==> src/rtl/rtc_pkg.sv <==
package rtc_pkg;
  localparam int OFF_ALARM = 'h00;
  localparam int OFF_COUNT = 'h04;
  localparam int OFF_TRIM  = 'h08;
  localparam int OFF_STAT  = 'h10;
  // status bit positions, decoded by software and the interrupt controller
  localparam int B_AL  = 0;
  localparam int B_HZ  = 1;
  localparam int B_ALE = 2;
  localparam int B_HZE = 3;
  localparam int STAT_W = 4;
endpackage

==> src/rtl/rtc_tick_edge.sv <==
module rtc_tick_edge (
  input  logic clk,
  input  logic rst_n,
  input  logic tick_i,
  output logic edge_o
);
  logic tick_q;
  always_ff @(posedge clk) begin
    if (!rst_n) tick_q <= 1'b0;
    else        tick_q <= tick_i;
  end
  assign edge_o = tick_i & ~tick_q;
endmodule

==> src/rtl/rtc_counter.sv <==
module rtc_counter #(
  parameter int W = 32
) (
  input  logic         clk,
  input  logic         rst_n,
  input  logic         load_i,
  input  logic [W-1:0] load_val_i,
  input  logic         step_i,
  input  logic [W-1:0] alarm_i,
  output logic [W-1:0] cnt_o,
  output logic         hit_o
);
  logic [W-1:0] cnt_q;
  logic [W-1:0] cnt_nx;
  assign cnt_nx = cnt_q + W'(1);
  // compare against the value the increment produces; a load suppresses it
  assign hit_o  = step_i && !load_i && (cnt_nx == alarm_i);
  always_ff @(posedge clk) begin
    if (!rst_n)      cnt_q <= '0;
    else if (load_i) cnt_q <= load_val_i;
    else if (step_i) cnt_q <= cnt_nx;
  end
  assign cnt_o = cnt_q;
endmodule

==> src/rtl/rtc_status.sv <==
module rtc_status
  import rtc_pkg::*;
(
  input  logic              clk,
  input  logic              rst_n,
  input  logic              wr_i,
  input  logic [STAT_W-1:0] wdata_i,
  input  logic              step_i,
  input  logic              hit_i,
  output logic [STAT_W-1:0] stat_o
);
  logic al_q, hz_q, ale_q, hze_q;
  logic clr_al, clr_hz, set_al, set_hz;
  assign clr_al = wr_i && wdata_i[B_AL];
  assign clr_hz = wr_i && wdata_i[B_HZ];
  assign set_al = hit_i && ale_q;
  assign set_hz = step_i && hze_q;
  always_ff @(posedge clk) begin
    if (!rst_n) begin
      al_q  <= 1'b0;
      hz_q  <= 1'b0;
      ale_q <= 1'b0;
      hze_q <= 1'b0;
    end else begin
      // a set in the same cycle overrides a clear
      al_q <= set_al | (al_q & ~clr_al);
      hz_q <= set_hz | (hz_q & ~clr_hz);
      if (wr_i) begin
        ale_q <= wdata_i[B_ALE];
        hze_q <= wdata_i[B_HZE];
      end
    end
  end
  always_comb begin
    stat_o        = '0;
    stat_o[B_AL]  = al_q;
    stat_o[B_HZ]  = hz_q;
    stat_o[B_ALE] = ale_q;
    stat_o[B_HZE] = hze_q;
  end
endmodule

==> src/rtl/secs_rtc.sv <==
module secs_rtc
  import rtc_pkg::*;
#(
  parameter int ADDR_W = 5,
  parameter int DATA_W = 32,
  parameter int TRIM_W = 26
) (
  input  logic              clk,
  input  logic              rst_n,
  input  logic              tick_i,
  input  logic [ADDR_W-1:0] bus_addr,
  input  logic              bus_we,
  input  logic [DATA_W-1:0] bus_wdata,
  output logic [DATA_W-1:0] bus_rdata,
  output logic              irq_alarm,
  output logic              irq_tick
);
  logic              tick_edge;
  logic              wr_alarm, wr_cnt, wr_trim, wr_stat;
  logic [DATA_W-1:0] alarm_q;
  logic [TRIM_W-1:0] trim_q;
  logic [DATA_W-1:0] cnt_q;
  logic              hit;
  logic [STAT_W-1:0] stat;

  assign wr_alarm = bus_we && (bus_addr == ADDR_W'(OFF_ALARM));
  assign wr_cnt   = bus_we && (bus_addr == ADDR_W'(OFF_COUNT));
  assign wr_trim  = bus_we && (bus_addr == ADDR_W'(OFF_TRIM));
  assign wr_stat  = bus_we && (bus_addr == ADDR_W'(OFF_STAT));

  rtc_tick_edge u_edge (
    .clk(clk), .rst_n(rst_n), .tick_i(tick_i), .edge_o(tick_edge)
  );

  rtc_counter #(.W(DATA_W)) u_cnt (
    .clk(clk), .rst_n(rst_n), .load_i(wr_cnt), .load_val_i(bus_wdata),
    .step_i(tick_edge), .alarm_i(alarm_q), .cnt_o(cnt_q), .hit_o(hit)
  );

  rtc_status u_stat (
    .clk(clk), .rst_n(rst_n), .wr_i(wr_stat), .wdata_i(bus_wdata[STAT_W-1:0]),
    .step_i(tick_edge), .hit_i(hit), .stat_o(stat)
  );

  always_ff @(posedge clk) begin
    if (!rst_n) begin
      alarm_q <= '0;
      trim_q  <= '0;
    end else begin
      if (wr_alarm) alarm_q <= bus_wdata;
      if (wr_trim)  trim_q  <= bus_wdata[TRIM_W-1:0];
    end
  end

  always_comb begin
    if (bus_addr == ADDR_W'(OFF_ALARM))      bus_rdata = alarm_q;
    else if (bus_addr == ADDR_W'(OFF_COUNT)) bus_rdata = cnt_q;
    else if (bus_addr == ADDR_W'(OFF_TRIM))  bus_rdata = DATA_W'(trim_q);
    else if (bus_addr == ADDR_W'(OFF_STAT))  bus_rdata = DATA_W'(stat);
    else                                     bus_rdata = '0;
  end

  assign irq_alarm = stat[B_AL];
  assign irq_tick  = stat[B_HZ];
endmodule

==> config.mk <==
export PLATFORM = sky130hd
export DESIGN_NAME = secs_rtc
export DESIGN_NICKNAME = d
export VERILOG_FILES = /design/src/rtl/rtc_pkg.sv /design/src/rtl/rtc_tick_edge.sv /design/src/rtl/rtc_counter.sv /design/src/rtl/rtc_status.sv /design/src/rtl/secs_rtc.sv
export SDC_FILE = /design/constraint.sdc
export NUM_CORES = 1
export LEC_CHECK = 0
export BUFFER_PORTS_ARGS = -buffer_cell sky130_fd_sc_hd__buf_4
export CAP_MARGIN = 10
export CORE_ASPECT_RATIO = 1.5
export CORE_MARGIN = 3
export CORE_UTILIZATION = 50
export CTS_CLUSTER_DIAMETER = 80
export DETAILED_ROUTE_END_ITERATION = 10
export PLACE_DENSITY = 0.73
export REMOVE_ABC_BUFFERS = 1
export SYNTH_ARGS = -nofsm -noshare
export SYNTH_HDL_FRONTEND = slang
export SYNTH_SLANG_ARGS = --single-unit
==> constraint.sdc <==
create_clock -name clk -period 2.2 [get_ports clk]
set_input_delay 0.11 -clock clk [delete_from_list [all_inputs] [get_ports clk]]
set_output_delay 0.11 -clock clk [all_outputs]
set_load 0.03 [all_outputs]
==> implementation parameters <==
Parameter                              Value

Clock tree
  Clock latency at the later pin of the worst-skew pair    350 ps
  Root buffer cell    sky130_fd_sc_hd__clkbuf_16
  Number of buffers added by the clock tree synthesis step    9
  Maximum clock path buffer count    2
  Clock tree from TritonCTS    done
  H-tree depth reported by CTS    3
  Sinks on the clock net    95
  Clock transition at the registers of the reported paths    about 70 ps

STA
  Final worst path period share    1.00
  Final slew viol count    0
  Peak Freq    ~450 MHz
  Final hold violation count    0
  Worst slew slack as a fraction of its limit    0.660
  Setup TNS    -5.49 ps
  Count of final setup violators    1
  Least-Margin Pin Slew    slightly above 500 ps
  Final Critical Period    between 2000 and 2500 ps
  Worst setup margin    -5.49 ps
  RSZ-0062 raised after global routing    yes
  Maximum clock skew at final layout    approximately 10 ps

Route
  Detailed-route DRC error count    0
  Vias per Instance    5.74
  Total wire length    approximately 19000 um
  Drt pass-1 iters    4
  Via count    ~6000
  Violation count after the first detailed-route iteration    385
  Detail-routed net length per standard cell    about 18 um
  Post-detailed-route count of antenna-violating nets    0

Placed design
  RePlAce Congestion    0.930
  Count of input and output buffers    74
  HPWL after detailed placement    ~14000 um

Synthesis
  Cell count after synthesis    about 790
  Count of cell types in the netlist    55
  Synth top area cells    sky130_fd_sc_hd__dfxtp_1 (34%), sky130_fd_sc_hd__nand2_1 (12%), sky130_fd_sc_hd__a21oi_1 (7.9%)
  Synthesis warning total    0
  Number of synthesized register bits    95
  Synthesized cell area    roughly 5600 um2
  Most used DFF post-synth    sky130_fd_sc_hd__dfxtp_1
  Proportion of synthesized flip-flops having asynchronous set or reset    0
  Number of flops mapped to enable cells by yosys    0
  Top cell type by total area after synthesis    sky130_fd_sc_hd__dfxtp_1
  Register area share after synthesis    0.338
  Leading cell types by count after synthesis    sky130_fd_sc_hd__nand2_1 (183), sky130_fd_sc_hd__dfxtp_1 (95), sky130_fd_sc_hd__a21oi_1 (89)
  Share of the synthesized area in the top cell type    0.338
  Mean cell area of the mapped netlist    about 7.1 um2
  Library cell with the highest instance count after synthesis    sky130_fd_sc_hd__nand2_1

Layout
  Area growth, synth to finish    27.9%
  Share of cells above drive strength 1    0.238
  Final-layout fill cell count    roughly 940
  N_diodes    0
  Net count of the finished layout    ~930

Pwr
  Logic pwr share    0.097
  Switching Fraction    0.249
  Leakage Power    ~0.0027 uW
  Maximum VDD drop    approximately 0.37 mV
  Switching Power    roughly 910 uW
  Seq pwr share    0.480
  Power density normalized to cell area    508 nW/um2
  Final Power    3660 uW
  Internal power contribution    roughly 2700 uW
  Clk pwr share    0.424

Worst setup path
  Endpoint kind of the worst setup timing path    flip-flop
  Critical path class    reg -> reg
  Req. time, crit path    between 2000 and 2500 ps
  Setup slack of the worst register-to-register path    -5 ps
  Data arrival time of the critical path    2440 ps
  Maximum fanout encountered on the critical timing path    4
  Kind of start point of the critical path    flip-flop

Flow run
  Count of max-cap constraint violations    0

Global route
  Initial antenna violation count    0
  Pin count of the biggest net entering global routing    56
  Vias in the first global route    ~5800
  Total gr overflow    0
  Overall fraction of global-route tracks in use    0.295
  First-pass GRT wire length    around 30000 um

Min path
  Min-Delay Path Class    in -> reg

Die
  Die boundary height    ~140 um
  Area enclosed by the die boundary    ~13000 um2
  Initial core utilization    0.523
  Area of the core    roughly 11000 um2
  Die X    92.7 um
  FP Rows    46
  Count of pins on the block boundary    between 70 and 80

Run status
  Result of the run    finished with violations
  Violations in the final reports    negative setup slack
[path summary, 6_finish.rpt]
check                               startpoint            end  depth (start not counted)
worst max-delay path            u_cnt.cnt_o[1]    u_stat.al_q                          8
worst min-delay path                     rst_n  u_edge.tick_q                          2
worst min register to register      trim_q[22]     trim_q[22]                          2
worst max register to register  u_cnt.cnt_o[1]    u_stat.al_q                          8
[layout make-up]
class                           count  area, um2  area share
Clock buffer                       12        267      0.0370
Clock inverter                      4       28.8     0.00399
Inverter                            5       18.8     0.00261
Multi-Input combinational cell    626       3540       0.492
Sequential cell                    95       1930       0.267
Tap cell                          144        180      0.0250
Timing Repair Buffer              152       1240       0.172
[per-stage QoR]
| stage | worst slack [ps] | hold slack, ps | cells | util | cell area (um2) |
|---|---|---|---|---|---|
| final | -5.49 | 9.55 | 1038 | 0.669 | 7200 |
| after CTS | 0.716 | 6.50 | 1036 | 0.662 | 7120 |
| after global placement | -34.2 | 334 | 1018 | 0.628 | 6750 |
| after detailed placement | -81.1 | 336 | 1018 | 0.628 | 6750 |
| after floorplan | -1460 | 232 | 726 | - | 5360 |
| after global routing | -84.7 | 18.5 | 1038 | 0.669 | 7200 |
[sequential cells by signal, indices dropped and copies added (netlist names)]
name / count
alarm_q: 32
u_cnt.cnt_o: 32
trim_q: 26
u_edge.tick_q: 1
u_stat.al_q: 1
u_stat.ale_q: 1
u_stat.hz_q: 1
u_stat.hze_q: 1
[timing repair]
item / 4_1_cts / 5_1_grt
hold buffers: 1 / 0
resized for setup: 13 / 23
pin swaps: 6 / 13
hold endpoints to repair: 1 / 0
endpoints found under the setup margin: 1 / 5
buffers inserted: 1 / 2
[routing by layer]
layer / global-route usage / share of wire
met5: 0 / 0
met4: 0.106 / 0.025
met3: 0.0365 / 0.046
met2: 0.545 / 0.53
met1: 0.349 / 0.40
[power by group through the flow]
stage                     combinational [uW]  clock [uW]  sequential [uW]
final                                    353        1550             1750
after global routing                     377        1630             1750
after CTS                                346        1570             1760
after detailed placement                 340           0             1790
after global placement                   335           0             1790
after floorplan                          139           0             1800
[critical path: stages (launching register included)]
cell and delay, ps:
sky130_fd_sc_hd__dfxtp_2 350, sky130_fd_sc_hd__ha_2 190, sky130_fd_sc_hd__nand3_2 90, sky130_fd_sc_hd__or4_4 600, sky130_fd_sc_hd__or4_4 500, sky130_fd_sc_hd__o2111ai_2 110
sky130_fd_sc_hd__nor4b_2 70, sky130_fd_sc_hd__nand4_1 110, sky130_fd_sc_hd__o21ai_1 70
[placed cells by master, fill, tap and decap left out, types with 7 or more instances in the layout]
cell / count
sky130_fd_sc_hd__xor2_1: 27
sky130_fd_sc_hd__nand2_1: 182
sky130_fd_sc_hd__xnor2_1: 43
sky130_fd_sc_hd__nor2_1: 78
sky130_fd_sc_hd__dfxtp_1: 81
sky130_fd_sc_hd__o21ai_0: 29
sky130_fd_sc_hd__buf_12: 7
sky130_fd_sc_hd__and3_1: 7
sky130_fd_sc_hd__a211oi_1: 30
sky130_fd_sc_hd__clkbuf_16: 9
sky130_fd_sc_hd__buf_4: 142
sky130_fd_sc_hd__a21oi_1: 89
sky130_fd_sc_hd__nand3_1: 22
sky130_fd_sc_hd__nand4_1: 13
sky130_fd_sc_hd__nor3_1: 13
sky130_fd_sc_hd__dfxtp_2: 11
[logic make-up (layout without fill, tap and decap cells)]
kind of cell,Yosys count,in the layout,share of synthesized area
multiplexers,2,2,0.00378
adder cells (fa/ha/maj),1,1,0.00222
flip-flops,95,95,0.338
buffers and inverters,71,173,0.0509
AND/OR/NAND/NOR,372,372,0.305
AO/OA/AOI/OAI,181,181,0.192
XOR/XNOR,70,70,0.109
Power figures use the tool's default switching activity.
